### config.mk
export PLATFORM = sky130hd
export DESIGN_NAME = chain_chsel_ctrl
export DESIGN_NICKNAME = d
export VERILOG_FILES = /design/src/rtl/chain_chsel_pkg.sv /design/src/rtl/chain_chsel_sync.sv /design/src/rtl/chain_chsel_shift.sv /design/src/rtl/chain_chsel_seq.sv /design/src/rtl/chain_chsel_ctrl.sv
export SDC_FILE = /design/constraint.sdc
export NUM_CORES = 1
export LEC_CHECK = 0
export BUFFER_PORTS_ARGS = -buffer_cell sky130_fd_sc_hd__buf_2
export CORE_UTILIZATION = 50
export CTS_CLUSTER_DIAMETER = 120
export DETAILED_ROUTE_END_ITERATION = 8
export GPL_ROUTABILITY_DRIVEN = 1
export GPL_TIMING_DRIVEN = 0
export PLACE_DENSITY = 0.66
export SETUP_SLACK_MARGIN = 0.4
export SLEW_MARGIN = 30
export SYNTH_ARGS = -nofsm -noshare
export SYNTH_HDL_FRONTEND = slang
export SYNTH_SLANG_ARGS = --single-unit
### constraint.sdc
create_clock -name clk_i -period 1.9 [get_ports clk_i]
set_clock_uncertainty 0.2 [all_clocks]
set_input_delay 0.57 -clock clk_i [delete_from_list [all_inputs] [get_ports clk_i]]
set_output_delay 0.57 -clock clk_i [all_outputs]
set_load 0.03 [all_outputs]
### src/rtl/chain_chsel_pkg.sv
package chain_chsel_pkg;
  typedef enum logic [1:0] {
    SEQ_IDLE   = 2'd0,
    SEQ_DRAIN  = 2'd1,
    SEQ_SETTLE = 2'd2
  } seq_state_e;
endpackage

### src/rtl/chain_chsel_sync.sv
module chain_chsel_sync #(
  parameter int W = 3
) (
  input  logic         clk_i,
  input  logic         rst_ni,
  input  logic [W-1:0] async_i,
  output logic [W-1:0] sync_o
);
  for (genvar g = 0; g < W; g++) begin : g_bit
    logic stg1_q, stg2_q;
    always_ff @(posedge clk_i or negedge rst_ni) begin
      if (!rst_ni) begin
        stg1_q <= 1'b0;
        stg2_q <= 1'b0;
      end else begin
        stg1_q <= async_i[g];
        stg2_q <= stg1_q;
      end
    end
    assign sync_o[g] = stg2_q;
  end
endmodule

### src/rtl/chain_chsel_shift.sv
module chain_chsel_shift #(
  parameter int WORD_W = 4
) (
  input  logic              clk_i,
  input  logic              rst_ni,
  input  logic              shift_en_i,
  input  logic              bit_i,
  output logic [WORD_W-1:0] word_o
);
  logic [WORD_W-1:0] sr_q, sr_n;

  always_comb begin
    sr_n = sr_q;
    if (shift_en_i) sr_n = {sr_q[WORD_W-2:0], bit_i};
  end

  always_ff @(posedge clk_i or negedge rst_ni) begin
    if (!rst_ni) sr_q <= '0;
    else         sr_q <= sr_n;
  end

  assign word_o = sr_q;
endmodule

### src/rtl/chain_chsel_seq.sv
module chain_chsel_seq
  import chain_chsel_pkg::*;
#(
  parameter int NUM_CH = 8,
  parameter int SEL_W  = $clog2(NUM_CH),
  parameter int T_ON   = 10,
  parameter int T_OFF  = 4
) (
  input  logic              clk_i,
  input  logic              rst_ni,
  input  logic              start_i,
  input  logic [SEL_W:0]    word_i,
  output logic [NUM_CH-1:0] sw_en_o
);
  localparam int MAX_T = (T_ON > T_OFF) ? T_ON : T_OFF;
  localparam int CNT_W = $clog2(MAX_T + 1);

  seq_state_e        state_q, state_n;
  logic [CNT_W-1:0]  cnt_q, cnt_n;
  logic [SEL_W:0]    pend_q, pend_n;
  logic [NUM_CH-1:0] sw_q, sw_n, dec;

  always_comb begin
    for (int i = 0; i < NUM_CH; i++)
      dec[i] = pend_q[SEL_W] && (pend_q[SEL_W-1:0] == SEL_W'(i));
  end

  always_comb begin
    state_n = state_q;
    cnt_n   = cnt_q;
    pend_n  = pend_q;
    sw_n    = sw_q;
    if (start_i) begin
      pend_n  = word_i;
      state_n = SEQ_DRAIN;
      cnt_n   = CNT_W'(T_OFF - 1);
      sw_n    = '0;
    end else begin
      unique case (state_q)
        SEQ_DRAIN: begin
          if (cnt_q == '0) begin
            state_n = SEQ_SETTLE;
            cnt_n   = CNT_W'(T_ON - 1);
          end else begin
            cnt_n = cnt_q - 1'b1;
          end
        end
        SEQ_SETTLE: begin
          if (cnt_q == '0) begin
            state_n = SEQ_IDLE;
            sw_n    = dec;
          end else begin
            cnt_n = cnt_q - 1'b1;
          end
        end
        default: ;
      endcase
    end
  end

  always_ff @(posedge clk_i or negedge rst_ni) begin
    if (!rst_ni) begin
      state_q <= SEQ_IDLE;
      cnt_q   <= '0;
      pend_q  <= '0;
      sw_q    <= '0;
    end else begin
      state_q <= state_n;
      cnt_q   <= cnt_n;
      pend_q  <= pend_n;
      sw_q    <= sw_n;
    end
  end

  assign sw_en_o = sw_q;
endmodule

### src/rtl/chain_chsel_ctrl.sv
module chain_chsel_ctrl #(
  parameter int NUM_CH = 8,
  parameter int T_ON   = 10,
  parameter int T_OFF  = 4
) (
  input  logic              clk_i,
  input  logic              rst_ni,
  input  logic              sclk_i,
  input  logic              csel_i,
  input  logic              d1_i,
  output logic              d1_o,
  output logic              d1_oe_o,
  input  logic              d2_i,
  output logic              d2_o,
  output logic              d2_oe_o,
  output logic [NUM_CH-1:0] sw_en_o
);
  localparam int SEL_W  = $clog2(NUM_CH);
  localparam int WORD_W = SEL_W + 1;

  logic rst_s1_q, rst_sn;
  always_ff @(posedge clk_i or negedge rst_ni) begin
    if (!rst_ni) begin
      rst_s1_q <= 1'b0;
      rst_sn   <= 1'b0;
    end else begin
      rst_s1_q <= 1'b1;
      rst_sn   <= rst_s1_q;
    end
  end

  logic [2:0] in_sync;
  chain_chsel_sync #(.W(3)) i_sync (
    .clk_i  (clk_i),
    .rst_ni (rst_sn),
    .async_i({d1_i, sclk_i, csel_i}),
    .sync_o (in_sync)
  );

  logic cs_s, sclk_s, d1_s;
  assign cs_s   = in_sync[0];
  assign sclk_s = in_sync[1];
  assign d1_s   = in_sync[2];

  logic cs_q, sclk_q, link_q, link_n;
  always_comb begin
    link_n = link_q;
    if (cs_s) link_n = 1'b1;
  end

  always_ff @(posedge clk_i or negedge rst_sn) begin
    if (!rst_sn) begin
      cs_q   <= 1'b0;
      sclk_q <= 1'b0;
      link_q <= 1'b0;
    end else begin
      cs_q   <= cs_s;
      sclk_q <= sclk_s;
      link_q <= link_n;
    end
  end

  logic cs_fall, sclk_rise;
  assign cs_fall   = cs_q & ~cs_s;
  assign sclk_rise = sclk_s & ~sclk_q;

  logic [WORD_W-1:0] word;
  chain_chsel_shift #(.WORD_W(WORD_W)) i_shift (
    .clk_i     (clk_i),
    .rst_ni    (rst_sn),
    .shift_en_i(cs_s & sclk_rise),
    .bit_i     (d1_s),
    .word_o    (word)
  );

  chain_chsel_seq #(
    .NUM_CH(NUM_CH),
    .SEL_W (SEL_W),
    .T_ON  (T_ON),
    .T_OFF (T_OFF)
  ) i_seq (
    .clk_i  (clk_i),
    .rst_ni (rst_sn),
    .start_i(cs_fall),
    .word_i (word),
    .sw_en_o(sw_en_o)
  );

  assign d2_o    = word[WORD_W-1];
  assign d2_oe_o = cs_s;
  assign d1_o    = d2_i;
  assign d1_oe_o = link_q & ~cs_s;
endmodule

After elaboration in Yosys (flattened, before gate mapping) --
Cells that the tools add are included.
Cells by class: bitwise gates (word level) 6, multiplexer cells 11, reduce and logical (&&, ||, !) cells 16, equal/unequal tests 12, add/subtract/negate cells 1
Operators by type and width (number):
- two-way mux 8 bit | 3
- == test 3 bit (second input constant) | 4
- two-way mux 4 bit | 3
- logical AND 1 bit | 8
- one-hot mux 4 bit (2 select lines) | 1
- == test 3 x 2 -> 1 bit (second input constant) | 2
- two-way mux 2 bit | 3
- != test 3 x 2 -> 1 bit (second input constant) | 2
- bitwise AND 1 bit | 4
- zero test 4 bit | 1
- one-hot mux 2 bit (2 select lines) | 1
- AND reduction 2 bit | 2
- nonzero test 2 bit | 2
- subtractor 4 x 1 -> 4 bit (second input constant) | 1
- == test 3 x 1 -> 1 bit (second input constant) | 1
- zero test 3 bit | 1
- != test 3 bit (second input constant) | 1
- AND reduction 3 bit | 1
- nonzero test 3 bit | 1
- == test 2 x 1 -> 1 bit (second input constant) | 1
- == test 2 bit (second input constant) | 1
- NOT 1 bit | 2
Storage, ports and cells: register bits after elaboration 33, bits of input ports 6

Longest topological paths before layout --
depth in word-level cells 5, gate-level depth with buffers 5, gate-level depth less buffers 5

Hierarchy --
A second synthesis with hierarchy kept.
Second synthesis, totals: cell total of the unflattened synthesis 116, area total of the unflattened synthesis 1405.1 um^2
Modules (own cells, without submodules):
- chain_chsel_seq | seq. area each 450.4 um^2, area an instance 923.4 um^2, instances 1, cells each 88
- chain_chsel_sync | seq. area each 150.1 um^2, area an instance 172.7 um^2, instances 1, cells each 9
- chain_chsel_ctrl | seq. area each 125.1 um^2, area an instance 163.9 um^2, instances 1, cells each 11
- chain_chsel_shift | seq. area each 100.1 um^2, area an instance 145.1 um^2, instances 1, cells each 8

Least setup slack after synthesis --
Ideal clock, no wire load.
kind reg-to-reg, start point register i_seq.cnt_q[0], end point register i_seq.cnt_q[1], path buffers 0, data required time 1.562 ns, arrival time 1.493 ns, cell stages (with the launch flop) 6, path slack 0.068 ns, clock period less this slack 1.832 ns, cells stage by stage dfrtp_1 inv_1 ha_1 or3b_4 a2111oi_4 a41oi_2
Between the ends: longest elaborated chain between the ends 4, elaborated cells between the ends (all ways) 8, those cells by class add/sub (1); eq/ne (1); mux (4); reduce/logical (2)
RTL lines:
- start, declared | RTL line chain_chsel_seq.sv:19 | logic [CNT_W-1:0] cnt_q, cnt_n;
- start signal, assigned | RTL line chain_chsel_seq.sv:69 | cnt_q <= cnt_n;
- subtractor 4 x 1 -> 4 bit or zero test 4 bit (tied branches)
- two-way mux 4 bit (on tied branches) | RTL line chain_chsel_seq.sv:49, chain_chsel_seq.sv:41
- one-hot mux 4 bit (2 select lines) | RTL line chain_chsel_seq.sv:39 | unique case (state_q)
- two-way mux 4 bit | RTL line chain_chsel_seq.sv:33 | if (start_i) begin
Parallel ways exist; a longest one is shown, timed or not. The select of a mux whose other input is x is not followed. A chain may end at the register's enable or synchronous reset.

Worst setup path after layout --
Ends and elaborated chain as after synthesis.

==> report_table.html <==
<table>
<tr><th>Metric</th><th>Value</th></tr>
<tr><th colspan="2">Status</th></tr>
<tr><td>Outcome</td><td>finished clean</td></tr>
<tr><th colspan="2">Power and ir drop</th></tr>
<tr><td>VDD IR-drop max</td><td>1010 uV</td></tr>
<tr><td>Leakage component of the power</td><td>between 1 and 1.5 nW</td></tr>
<tr><td>Total power density per cell area</td><td>around 1200 mW/mm2</td></tr>
<tr><th colspan="2">Clock network</th></tr>
<tr><td>Skew-Pair Late Insertion Delay</td><td>approximately 350 ps</td></tr>
<tr><td>Clock sinks</td><td>33</td></tr>
<tr><td>Htree depth</td><td>2</td></tr>
<tr><td>Clock transition at the register clock pins on the worst setup and hold paths after CTS</td><td>roughly 110 ps</td></tr>
<tr><td>Deepest clock path buffer count</td><td>2</td></tr>
<tr><td>Clk Tree Root Cell</td><td>clkbuf_4</td></tr>
<tr><td>Clock buffer count from CTS</td><td>5</td></tr>
<tr><td>Clock tree from TritonCTS</td><td>yes</td></tr>
<tr><th colspan="2">Synth</th></tr>
<tr><td>FF+latch count, synth</td><td>33</td></tr>
<tr><td>Seq/Total Area, Yosys</td><td>0.553</td></tr>
<tr><td>Synth cell types</td><td>42</td></tr>
<tr><td>Proportion of netlist area held by the largest area contributor</td><td>0.553</td></tr>
<tr><td>Top post-synthesis cells by area</td><td>dfrtp_1, mux2i_1, nand2_1, mux2_2, nor2b_1</td></tr>
<tr><td>Most used flip-flop cell after synthesis</td><td>dfrtp_1</td></tr>
<tr><td>Syn Std Cell Area</td><td>0.00149 mm2</td></tr>
<tr><td>Count of flip-flops with a built-in enable after synthesis</td><td>0</td></tr>
<tr><td>Synthesized Nets</td><td>~130</td></tr>
<tr><td>Cell type contributing the most total cell area after synthesis</td><td>dfrtp_1</td></tr>
<tr><td>Proportion of synthesized flip-flops having asynchronous set or reset</td><td>1.00</td></tr>
<tr><td>Synth warnings</td><td>0</td></tr>
<tr><td>Synthesized area per cell</td><td>between 10 and 15 um2</td></tr>
<tr><td>Gate count after technology mapping</td><td>126</td></tr>
<tr><th colspan="2">Worst setup path</th></tr>
<tr><td>Required time at the worst-slack endpoint</td><td>1910 ps</td></tr>
<tr><td>Critical-path maximum fanout</td><td>4</td></tr>
<tr><td>Data arrival time at the worst-slack endpoint</td><td>1810 ps</td></tr>
<tr><td>Critical path capture point type</td><td>flip-flop</td></tr>
<tr><td>Worst Setup Start Kind</td><td>flip-flop</td></tr>
<tr><td>Critical setup path kind</td><td>reg -&gt; reg</td></tr>
<tr><th colspan="2">Global routing</th></tr>
<tr><td>Initial antenna violation count</td><td>0</td></tr>
<tr><td>Routing usage on met2</td><td>0.329</td></tr>
<tr><td>Busiest grt layer</td><td>met2</td></tr>
<tr><td>Wire length of the first global-routing pass</td><td>4730 um</td></tr>
<tr><td>Total overflow reported by the global router</td><td>0</td></tr>
<tr><td>Number of global-route vias before repair</td><td>roughly 1100</td></tr>
<tr><td>Global-route met3 utilization</td><td>0.0691</td></tr>
<tr><td>Met1 demand-to-capacity share in global routing</td><td>0.239</td></tr>
<tr><td>Pin count of the biggest net entering global routing</td><td>32</td></tr>
<tr><td>Global-route total usage across every layer</td><td>0.205</td></tr>
<tr><th colspan="2">Route</th></tr>
<tr><td>Detail-routed net length per standard cell</td><td>roughly 15 um</td></tr>
<tr><td>Detailed-route wire length</td><td>just over 3000 um</td></tr>
<tr><td>Number of design-rule violations left by the first detailed-router iteration</td><td>19</td></tr>
<tr><td>Vias per Instance</td><td>5.42</td></tr>
<tr><td>Detailed-routing iteration count for the pre-antenna-repair pass</td><td>4</td></tr>
<tr><td>Remaining routing DRC violations</td><td>0</td></tr>
<tr><td>Final antenna-violating net count</td><td>0</td></tr>
<tr><td>Total number of vias</td><td>~1100</td></tr>
<tr><th colspan="2">Layout</th></tr>
<tr><td>Total non-filler cell area in the finished layout</td><td>approximately 0.0022 mm2</td></tr>
<tr><td>Number of nets in the layout</td><td>roughly 190</td></tr>
<tr><td>Ant. Diodes</td><td>0</td></tr>
<tr><td>Post-layout instance count excluding filler cells</td><td>210</td></tr>
<tr><td>Proportion of layout cells with a drive suffix above 1</td><td>0.508</td></tr>
<tr><td>P&amp;R area growth vs syn</td><td>44.7%</td></tr>
<tr><th colspan="2">Placement</th></tr>
<tr><td>Final HPWL DP</td><td>1610 um</td></tr>
<tr><td>I/O Buffers</td><td>16</td></tr>
<tr><td>Worst slack after detailed placement</td><td>44.0 ps</td></tr>
<tr><td>Post-placement cell area</td><td>between 0.0015 and 0.002 mm2</td></tr>
<tr><td>Final weighted congestion of routability-driven global placement</td><td>~0.8</td></tr>
<tr><td>Cell Count Post-Placement</td><td>between 150 and 200</td></tr>
<tr><th colspan="2">Die</th></tr>
<tr><td>Initial standard-cell utilization of the core</td><td>0.537</td></tr>
<tr><td>IO Count</td><td>18</td></tr>
<tr><td>Number of rows in the core area</td><td>19</td></tr>
<tr><td>Area of the placeable core</td><td>0.00278 mm2</td></tr>
<tr><td>Die Footprint</td><td>between 0.003 and 0.004 mm2</td></tr>
<tr><td>Die outline width</td><td>around 57 um</td></tr>
<tr><td>Vertical die dimension</td><td>~57 um</td></tr>
<tr><th colspan="2">STA</th></tr>
<tr><td>Pins Over Slew Limit</td><td>0</td></tr>
<tr><td>Share of the clock period used by the worst path</td><td>0.945</td></tr>
<tr><td>Total Negative Setup Slacks</td><td>0 ps</td></tr>
<tr><td>RSZ-0062 raised after global routing</td><td>true</td></tr>
<tr><td>Worst-case headroom to the max-slew limit</td><td>0.569</td></tr>
<tr><td>Actual slew at the worst max-slew pin</td><td>646 ps</td></tr>
<tr><td>Number of hold violations in the final report</td><td>0</td></tr>
<tr><td>Highest clock frequency the design can meet</td><td>roughly 560 MHz</td></tr>
<tr><td>Crit path setup slack, layout</td><td>between 100 and 150 ps</td></tr>
<tr><td>Final critical-path required period</td><td>about 1800 ps</td></tr>
<tr><td>Final setup violation count</td><td>0</td></tr>
<tr><th colspan="2">Min path</th></tr>
<tr><td>Hold Crit Class</td><td>reg -&gt; async</td></tr>
<tr><th colspan="2">Flow run</th></tr>
<tr><td>Max Cap Viol</td><td>0</td></tr>
</table>
## worst paths after layout
| check | from | end | slack [ps] | cells past startpoint |
|---|---|---|---|---|
| worst max-delay path | i_seq.cnt_q[0] | i_seq.cnt_q[1] | 100 | 5 |
| worst min-delay path | rst_sn | i_seq.sw_en_o[5] | 100 | 0 |
| worst max register to register | i_seq.cnt_q[0] | i_seq.cnt_q[1] | 100 | 5 |
| worst min register to register | rst_sn | i_seq.sw_en_o[5] | 100 | 0 |
| max in group asynchronous | rst_sn | i_seq.cnt_q[1] | 930 | 0 |
| min in group clk_i | d1_i | i_sync.g_bit[2].stg1_q | 130 | 1 |
## worst max-delay path, stage by stage, from the launching register on
cell       delay, ps
dfrtp_2          440
inv_2             90
ha_4             130
or3b_4           420
a2111oi_4        330
a41oi_2           50
## cells by family (layout without fill, tap and decap cells)
kind of cell / after synthesis / after routing / synth area share
xor+xnor: 1 / 1 / 0.00587
other cells: 1 / 1 / 0.00251
mux: 12 / 12 / 0.0872
flops: 33 / 33 / 0.553
compound gates: 15 / 15 / 0.0956
simple gates: 46 / 46 / 0.190
buf+inv: 16 / 69 / 0.0486
fa+ha+maj: 2 / 2 / 0.0168
## sequential cells by signal (all words and copies together), names as in the netlist
| register | cells |
|---|---|
| link_q | 1 |
| i_seq.pend_q | 4 |
| i_seq.state_q | 2 |
| rst_s1_q | 1 |
| i_seq.cnt_q | 4 |
| cs_q | 1 |
| i_seq.sw_en_o | 8 |
| sclk_q | 1 |
| i_shift.word_o | 4 |
| i_sync.g_bit.stg1_q | 3 |
| rst_sn | 1 |
| i_sync.g_bit.stg2_q | 3 |
## synthesized netlist by cell type (2+ instances only)
cell type  number
o21ai_0         3
inv_1           9
nor2_1          2
nand3_1         2
nand4b_1        4
nand2_1        15
buf_2           3
nand4_1         4
mux2_2          4
dfrtp_1        33
ha_1            2
nor2b_1         7
mux2i_1         7
a21oi_1         2
buf_4           2
## placed cells by master, fill, tap and decap left out, types with 2 or more instances in the layout
cell type | Yosys | layout
buf_2 | 3 | 4
buf_4 | 2 | 21
buf_6 | 0 | 20
buf_8 | 0 | 2
clkbuf_16 | 0 | 2
clkbuf_4 | 0 | 5
clkinv_2 | 0 | 2
dfrtp_1 | 33 | 28
dfrtp_2 | 0 | 5
ha_4 | 0 | 2
inv_1 | 9 | 7
mux2_4 | 1 | 4
mux2i_1 | 7 | 7
nand2_1 | 15 | 13
nand2_2 | 0 | 2
nand3_1 | 2 | 2
nand4_1 | 4 | 4
nand4b_1 | 4 | 4
nor2_1 | 2 | 2
nor2b_1 | 7 | 6
o21ai_0 | 3 | 2
o21ai_2 | 0 | 2
## stage by stage
stage               power [mW]  hold WS [ps]   util
global placement          1.75           138  0.588
floorplan                 1.63          74.4      -
CTS                       2.36           112  0.695
detailed placement        1.79           120  0.588
finish                    2.57           104  0.776
global route              2.73           102  0.776
## layer usage
layer	vias up	part of all wire	wire length [um]
li1	536	-	-
met2	25	0.53	1630
met3	8	0.044	135
met5	-	0	0
met1	570	0.40	1230
met4	0	0.029	90
## cell type report
class | count | area [um2]
clock buffers | 5 | 37.5
flip-flops and latches | 33 | 832
plain buffers | 7 | 77.6
repair buffers | 45 | 433
clock inverters | 3 | 17.5
fillers | 163 | 622
well taps | 31 | 38.8
multi-input cells | 77 | 687
inverters | 9 | 36.3
## report_power, final
| part | switching [mW] | internal (mW) |
|---|---|---|
| Clock | 0.251 | 0.139 |
| Sequential | 0.161 | 0.850 |
| Combinational | 0.535 | 0.635 |
| Total | 0.947 | 1.62 |
## what timing repair did
item                       CTS  global route
hold buffers                 1             0
setup endpoints to repair   26            31
setup buffers               15            11
pin swaps                    4             8
hold endpoints to repair     2             0
gates cloned                 0             2
resized for setup           41            20
Power figures use the tool's default switching activity.
